$ cat src/rtl/prio_nest_irq.sv
module prio_nest_irq #(
  parameter int NEST_DEPTH = 16,
  parameter int N_PINS     = 6,
  parameter int N_INT      = 7
) (
  input  logic                              clk,
  input  logic                              rst_n,
  input  logic                              hold_n,
  input  logic [N_PINS-1:0]                 pin_in,
  input  logic [N_PINS-1:0]                 pin_rise,
  input  logic [N_INT-1:0]                  int_pulse,
  input  logic [N_PINS+N_INT:0]             src_en,
  input  logic                              ack,
  input  logic                              reti,
  output logic                              irq_valid,
  output logic [$clog2(N_PINS+N_INT+1)-1:0] irq_vec,
  output logic [$clog2(NEST_DEPTH+1)-1:0]   nest_level,
  output logic                              wake
);
  localparam int NSRC = N_PINS + N_INT + 1;
  localparam int VW   = $clog2(NSRC);
  localparam int LW   = $clog2(NEST_DEPTH+1);
  localparam logic [N_PINS:0] SYNC_INIT = {{N_PINS{1'b0}}, 1'b1};

  logic [N_PINS:0] s1, s2, s3, ext_edge;
  logic [NSRC-1:0] pending, cand, set_v, clr_v;
  logic [VW-1:0]   stk [NEST_DEPTH];
  logic [VW-1:0]   top;
  logic [LW-1:0]   lvl;
  logic            take, pop, full;

  always_ff @(posedge clk or negedge rst_n)
    if (!rst_n) begin
      s1 <= SYNC_INIT;
      s2 <= SYNC_INIT;
      s3 <= SYNC_INIT;
    end else begin
      s1 <= {pin_in, hold_n};
      s2 <= s1;
      s3 <= s2;
    end

  assign ext_edge[0] = s3[0] & ~s2[0];
  for (genvar g = 1; g <= N_PINS; g++) begin : g_edge
    assign ext_edge[g] = pin_rise[g-1] ? (s2[g] & ~s3[g]) : (~s2[g] & s3[g]);
  end

  assign set_v = {int_pulse, ext_edge};
  assign full  = (lvl == LW'(NEST_DEPTH));
  assign top   = (lvl == '0) ? '0 : stk[int'(lvl) - 1];

  always_comb begin
    for (int i = 0; i < NSRC; i++)
      cand[i] = pending[i] & src_en[i] & ~full & ((lvl == '0) || (VW'(i) < top));
    irq_vec = '0;
    for (int i = NSRC-1; i >= 0; i--)
      if (cand[i]) irq_vec = VW'(i);
  end

  assign irq_valid  = |cand;
  assign wake       = |(pending & src_en);
  assign take       = ack & irq_valid;
  assign pop        = reti & ~take & (lvl != '0);
  assign clr_v      = take ? (NSRC'(1) << irq_vec) : '0;
  assign nest_level = lvl;

  always_ff @(posedge clk or negedge rst_n)
    if (!rst_n) begin
      pending <= '0;
      lvl     <= '0;
      for (int i = 0; i < NEST_DEPTH; i++) stk[i] <= '0;
    end else begin
      pending <= (pending & ~clr_v) | set_v;
      if (take) begin
        stk[int'(lvl)] <= irq_vec;
        lvl <= lvl + 1'b1;
      end else if (pop) begin
        lvl <= lvl - 1'b1;
      end
    end
endmodule

$ cat config.mk
export PLATFORM = sky130hd
export DESIGN_NAME = prio_nest_irq
export DESIGN_NICKNAME = d
export VERILOG_FILES = /design/src/rtl/prio_nest_irq.sv
export SDC_FILE = /design/constraint.sdc
export NUM_CORES = 1
export LEC_CHECK = 0
export BUFFER_PORTS_ARGS = -buffer_cell sky130_fd_sc_hd__buf_4
export CORE_MARGIN = 3
export CORE_UTILIZATION = 50
export DETAILED_ROUTE_END_ITERATION = 6
export HOLD_SLACK_MARGIN = 0.15
export MAX_ROUTING_LAYER = met4
export PLACE_DENSITY = 0.71
export SYNTH_ARGS = -nofsm -noshare
export SYNTH_HDL_FRONTEND = slang
export SYNTH_SLANG_ARGS = --single-unit
$ cat constraint.sdc
create_clock -name clk -period 5.1 [get_ports clk]
set_input_delay 0.255 -clock clk [delete_from_list [all_inputs] [get_ports clk]]
set_output_delay 0.255 -clock clk [all_outputs]
set_load 0.005 [all_outputs]
* After elaboration in Yosys (flattened, before gate mapping)
Cells that the tools add are included.
** Word-level totals
- Register bits :: 104
- Bits of input ports :: 38
- Output and inout port bits :: 11
- Logic and storage cells :: 172
** Cells by class
- Add/subtract/negate cells :: 3
- Order comparisons :: 17
- Equal/unequal tests :: 1
- Shift operators :: 1
- Multiplexer cells :: 30
- Bitwise operators :: 79
- Reductions and logical operators :: 20
** Operators by type and width (count)
- 4-bit two-way mux :: 18
- 64-bit bitwise mux :: 1
- 32-bit by 5-bit greater-or-equal comparator with 1-bit output (second input constant) :: 2
- 1-bit bitwise AND :: 58
- 32-bit by 1-bit less-than comparator with 1-bit output (second input constant) :: 1
- 32-bit NOT :: 1
- 5-bit NOT with 32-bit output :: 1
- 14-bit bitwise AND :: 2
- 14-bit OR reduction :: 2
- 4-bit less-than comparator (first input constant) :: 6
- 4-bit binary-select mux with 4-bit select :: 1
- 4-bit demux with 4-bit select :: 1
- 3-bit by 4-bit less-than comparator with 1-bit output (first input constant) :: 4
- 1-bit NOT :: 15
- 1-bit logical OR :: 14
- 14-bit two-way mux :: 1
- 14-bit NOT :: 1
- 14-bit OR :: 1
- 1-bit by 4-bit << shifter with 14-bit output (first input constant) :: 1
- 5-bit two-way mux :: 2
- 1-bit by 4-bit less-than comparator with 1-bit output (first input constant) :: 2
- 2-bit by 4-bit less-than comparator with 1-bit output (first input constant) :: 2
- 1-bit two-way mux :: 6
- 5-bit by 1-bit subtractor with 6-bit output (second input constant) :: 1
- 7 further kinds :: 7

* Logic depth before layout (Yosys ltp)
- Depth in word-level cells :: 28
- Gate-level depth with buffers :: 19
- Mapped depth without buffers :: 15

* Worst setup path after synthesis
No wires, ideal clock.
- Kind :: flip-flop to flip-flop
- From :: reg lvl[0] (netlist: nest_level[0])
- To :: reg lvl[4] (netlist: nest_level[4])
- Setup time :: 0.124 ns
- Arrival :: 4.720 ns
- Data required time :: 4.976 ns
- Setup slack :: 0.256 ns
- Cell stages (with the launch flop) :: 19
- Path buffers :: 4
- Clock period less this slack :: 4.844 ns
- Cells stage by stage :: dfrtp_1 -> buf_4 -> inv_1 -> ha_1 -> buf_2 -> buf_2 -> mux4_2 -> mux4_2 -> a21oi_4 -> o22ai_1 -> o41ai_4 -> a31o_4 -> buf_6 -> ha_1 -> a21o_1 -> a21oi_1 -> nand2_1 -> mux2_1 -> a211o_1
** Between the ends
- Word-level cells in the longest chain between the ends :: 15
- Elaborated cells between the ends (all ways) :: 76
** Ends and longest elaborated chain
- start: declaration :: RTL line 29 : logic [LW-1:0] lvl;
- start signal: assignment :: RTL line 76 : lvl <= lvl + 1'b1;
- start signal: assignment :: RTL line 78 : lvl <= lvl - 1'b1;
- 5-bit by 1-bit subtractor with 6-bit output :: RTL line 50 : assign top = (lvl == '0) ? '0 : stk[int'(lvl) - 1];
- 32-bit NOT (not written as such) :: RTL line 50
- 4-bit binary-select mux with 4-bit select :: RTL line 50
- 4-bit two-way mux (not written as such) (2 in a row) :: RTL line 50
- 4-bit two-way mux :: RTL line 50
- 1-bit by 4-bit less-than comparator with 1-bit output (tied with other cells) :: RTL line 54 : cand[i] = pending[i] & src_en[i] & ~full & ((lvl == '0) || (VW'(i) < top));
- 1-bit logical OR :: RTL line 54
- 1-bit bitwise AND :: RTL line 54
- 14-bit OR reduction :: RTL line 60 : assign irq_valid = |cand;
- 1-bit bitwise AND :: RTL line 62 : assign take = ack & irq_valid;
- 1-bit NOT :: RTL line 63 : assign pop = reti & ~take & (lvl != '0);
- 1-bit bitwise AND (2 in a row) :: RTL line 63
- 2-bit nonzero test (no line)
Parallel ways exist; a longest one is shown, timed or not. The select of a mux whose other input is x is not followed.
A chain may end at the register's enable or synchronous reset.

* Worst setup path after layout
Same ends and word-level chain as after synthesis.

==> impl_results.rst <==
.. list-table::
   :header-rows: 1

   * - Metric
     - Value
   * - DRC violation count after routing
     - 0
   * - Count of nets after finishing
     - 559
   * - Maximum fanout along the worst path
     - 10
   * - Leakage power of the design
     - 0.00305 uW
   * - Worst Tran Pin Value
     - 0.677 ns
   * - Cell row count
     - 38
   * - Status
     - completed
   * - Initial core utilization
     - 51.6%
   * - EDFF count, synth
     - 0
   * - Post-synth net total
     - 494
   * - Count of synthesis-stage warnings from yosys
     - 0
   * - Number of register bits inferred by synthesis
     - 104
   * - Length of the first detailed-routing pass in iterations
     - 4
   * - CTS tree
     - done
   * - Startpoint of the lowest-slack register-to-register path
     - nest_level[0]$_DFFE_PN0P_
   * - Area share of the leading cell type in the synthesized netlist
     - 44.8%
   * - Summed instance area of the synthesized netlist
     - 5650 um^2
   * - Arrival @ worst endpoint
     - 5.06 ns
   * - Cell area after layout
     - 6600 um^2
   * - Pin count of the biggest net entering global routing
     - 55
   * - Vertical die dimension
     - 112 um
   * - Most used flip-flop cell after synthesis
     - sky130_fd_sc_hd__dfrtp_1
   * - TritonCTS buffer count
     - 9
   * - Horizontal extent of the die
     - 112 um
   * - Drt total wl
     - 13.1 mm
   * - Sequential element share of the synthesized area
     - 46.2%
   * - Worst hold-check path type
     - in -> reg
   * - Hold path startpoint
     - int_pulse[4]
   * - Port buffer count
     - 48
   * - FF-to-FF setup slack
     - 0.29 ns
   * - Maximum operating frequency
     - 208 MHz
   * - Layout Area Growth over Synthesis
     - 16.9%
   * - Via count of the first global-routing pass
     - 4038
   * - Final critical-path share of the clock period
     - 94.4%
   * - Final HPWL DP
     - 9.90 mm
   * - Vias
     - 3883
   * - Classification of the worst setup path
     - reg -> reg
   * - Min Clock Period, post-route
     - 4.81 ns
   * - Fraction of registers with async set or reset after synthesis
     - 100%
   * - Required time worst endpoint
     - 5.34 ns
   * - Final antenna-violating net count
     - 0
   * - Mapped Cells
     - 447
   * - Number of antenna violations at the first check in global routing
     - 0
   * - Avg Vias per Cell
     - 5.91
   * - Layout cell share with drive strength beyond 1
     - 30.6%
   * - Most frequent cells after synthesis
     - 101 x sky130_fd_sc_hd__dfrtp_1, 49 x sky130_fd_sc_hd__mux2_1, 30 x sky130_fd_sc_hd__nand2_1
   * - Crit. End Element
     - register
   * - Clock Skew
     - 0.0116 ns
   * - Post-place instance area
     - 6140 um^2
   * - Clock transition time at the flip-flop clock pins of the worst setup and hold paths
     - 0.07 ns
   * - Crit start category
     - register
   * - Buffer count from post-CTS setup fixing
     - 0
   * - Initial DRC count
     - 210
   * - First-pass GRT wire length
     - 21.8 mm
   * - Synth Area in XOR/XNOR
     - 0.754%
   * - CORE AREA
     - 10900 um^2
   * - Final Setup Violations
     - 0
   * - Total power per unit cell area
     - 721 nW/um^2
   * - Number of unique standard cell types used by synthesis
     - 77
   * - Fraction of the mapped netlist area in simple logic gates
     - 14.9%
   * - Largest cells by area after synthesis
     - sky130_fd_sc_hd__dfrtp_1 45%, sky130_fd_sc_hd__mux2_1 9.8%, sky130_fd_sc_hd__mux4_2 6.8%
   * - Area of the die
     - 12600 um^2
   * - Adder-Cell Fraction of Synth Area
     - 2.13%
   * - Library cell occupying the most area in the post-synthesis netlist
     - sky130_fd_sc_hd__dfrtp_1
   * - RSZ-0062 raised after global routing
     - false
   * - Number of max-slew violations in the final report
     - 0
   * - Maximum clock insertion buffer count
     - 2
   * - Mean instance size in the synthesized netlist
     - 12.6 um^2
   * - Fraction of the mapped netlist area in compound gates
     - 10.1%
   * - Post-cts resize count
     - 0
   * - Critical path origin
     - nest_level[0]$_DFFE_PN0P_
   * - Antenna diode instance count
     - 0
   * - Average wire per standard cell
     - 20.0 um
   * - Global-route congestion overflow total
     - 0
   * - Reg-to-reg critical path endpoint
     - nest_level[4]$_DFFE_PN0P_
   * - Later-pin clock latency in the skew report
     - 0.36 ns
   * - Clock sinks
     - 104
   * - Max transition margin
     - 54.8%
   * - Max IR drop VDD
     - 0.401 mV
   * - Library cell used as clock root buffer
     - sky130_fd_sc_hd__clkbuf_16
   * - Most common cell in the synthesized netlist
     - sky130_fd_sc_hd__dfrtp_1
   * - Worst hold path cell count
     - 3
   * - Final Wtd Congestion
     - 1.06
   * - Total number of H-tree levels
     - 3
   * - Max_cap viols
     - 0
   * - Worst Reg-to-Reg Cells
     - 16
   * - Dominant combinational cell family by area after synthesis
     - multiplexers
   * - Destination of the worst hold path
     - pending[11]$_DFF_PN0_
   * - Setup TNS
     - 0 ns
   * - Overall Global Routing Usage
     - 22.8%
   * - Final number of hold-violating endpoints
     - 0
   * - Number of primary I/O pins
     - 49
   * - Multiplexer fraction of the synthesized cell area
     - 22.6%
metal layers:
metal	global-route usage [%]	vias to the layer above	share of wire [%]
met5	-	-	0
met4	5.61	0	1.5
met3	6.15	21	4.7
met2	33.0	88	46
met1	32.4	1969	48
li1	-	1805	-
final cells by class:
class	count	area [um^2]
tap	140	175
sequential	104	2610
clock buffer	9	225
multi-input combinational	308	2850
timing repair buffer	74	608
fill	911	4340
clock inverter	7	75.1
inverter	15	56.3
registers in the layout, summed over array words and instances, names as in the netlist:
name and cells:
nest_level 5, stk 64, s1 7, s2 7
pending 14, s3 7
power by group:
part	leakage (uW)	internal [uW]	total [uW]	switching, uW
logic	0.00160	1160	2890	1720
registers	0.00130	1020	1190	164
clock network	0.000148	347	688	341
total	0.00305	2530	4760	2230
per-stage QoR:
step,utilization (%),setup slack [ns],hold WS [ns],total power [uW],instances
after CTS,60.3,0.300,0.153,4770,657
final,60.3,0.286,0.170,4760,657
after global placement,56.1,0.458,0.325,4010,625
after global routing,60.3,0.0432,0.184,5120,657
after detailed placement,56.1,0.326,0.335,4050,625
after floorplan,-,0.256,-0.0406,3360,447
placed cells by master (no fill, tap or decap), types with 6 or more instances in the layout:
| cell type | n |
|---|---|
| sky130_fd_sc_hd__buf_4 | 57 |
| sky130_fd_sc_hd__ha_1 | 8 |
| sky130_fd_sc_hd__nand4_1 | 7 |
| sky130_fd_sc_hd__dfrtp_1 | 101 |
| sky130_fd_sc_hd__mux2_2 | 26 |
| sky130_fd_sc_hd__a21oi_1 | 12 |
| sky130_fd_sc_hd__inv_1 | 14 |
| sky130_fd_sc_hd__dlygate4sd3_1 | 16 |
| sky130_fd_sc_hd__nor2_1 | 17 |
| sky130_fd_sc_hd__nand2_1 | 30 |
| sky130_fd_sc_hd__mux2_1 | 49 |
| sky130_fd_sc_hd__nor3_4 | 12 |
| sky130_fd_sc_hd__nand3_1 | 10 |
| sky130_fd_sc_hd__mux4_2 | 17 |
| sky130_fd_sc_hd__clkbuf_16 | 9 |
| sky130_fd_sc_hd__nand2b_1 | 6 |
critical path, stage by stage, from the launching register on:
cell	delay, ns
sky130_fd_sc_hd__dfrtp_1	0.50
sky130_fd_sc_hd__inv_1	0.17
sky130_fd_sc_hd__ha_1	0.33
sky130_fd_sc_hd__buf_4	0.17
sky130_fd_sc_hd__mux4_2	0.31
sky130_fd_sc_hd__mux2_2	0.30
sky130_fd_sc_hd__or3_4	0.36
sky130_fd_sc_hd__a21oi_4	0.19
sky130_fd_sc_hd__o22ai_1	0.17
sky130_fd_sc_hd__o41ai_4	0.51
sky130_fd_sc_hd__a31o_4	0.30
sky130_fd_sc_hd__ha_1	0.29
sky130_fd_sc_hd__a21o_1	0.19
sky130_fd_sc_hd__a21oi_1	0.21
sky130_fd_sc_hd__nand2_1	0.10
sky130_fd_sc_hd__mux2_1	0.29
sky130_fd_sc_hd__a211o_1	0.30
cell families after synthesis:
family,after synthesis
buf+inv,35
xor+xnor,4
simple gates,126
flops,104
fa+ha+maj,9
mux,97
compound gates,72
how the worst max path moves through the flow:
stage / end / slack, ns / depth (start not counted)
2_1_floorplan: nest_level[4]$_DFFE_PN0P_ / 0.26 / 18
3_3_place_gp: nest_level[4]$_DFFE_PN0P_ / 0.46 / 16
3_5_place_dp: nest_level[4]$_DFFE_PN0P_ / 0.33 / 15
4_1_cts: nest_level[4]$_DFFE_PN0P_ / 0.30 / 16
5_1_grt: nest_level[4]$_DFFE_PN0P_ / 0.04 / 15
6_report: nest_level[4]$_DFFE_PN0P_ / 0.29 / 16
timing repair:
action,in CTS,in global routing
hold buffers,16,0
hold endpoints to repair,68,0
endpoints found under the setup margin,0,0
No activity file was read; power rests on OpenSTA's default activity.
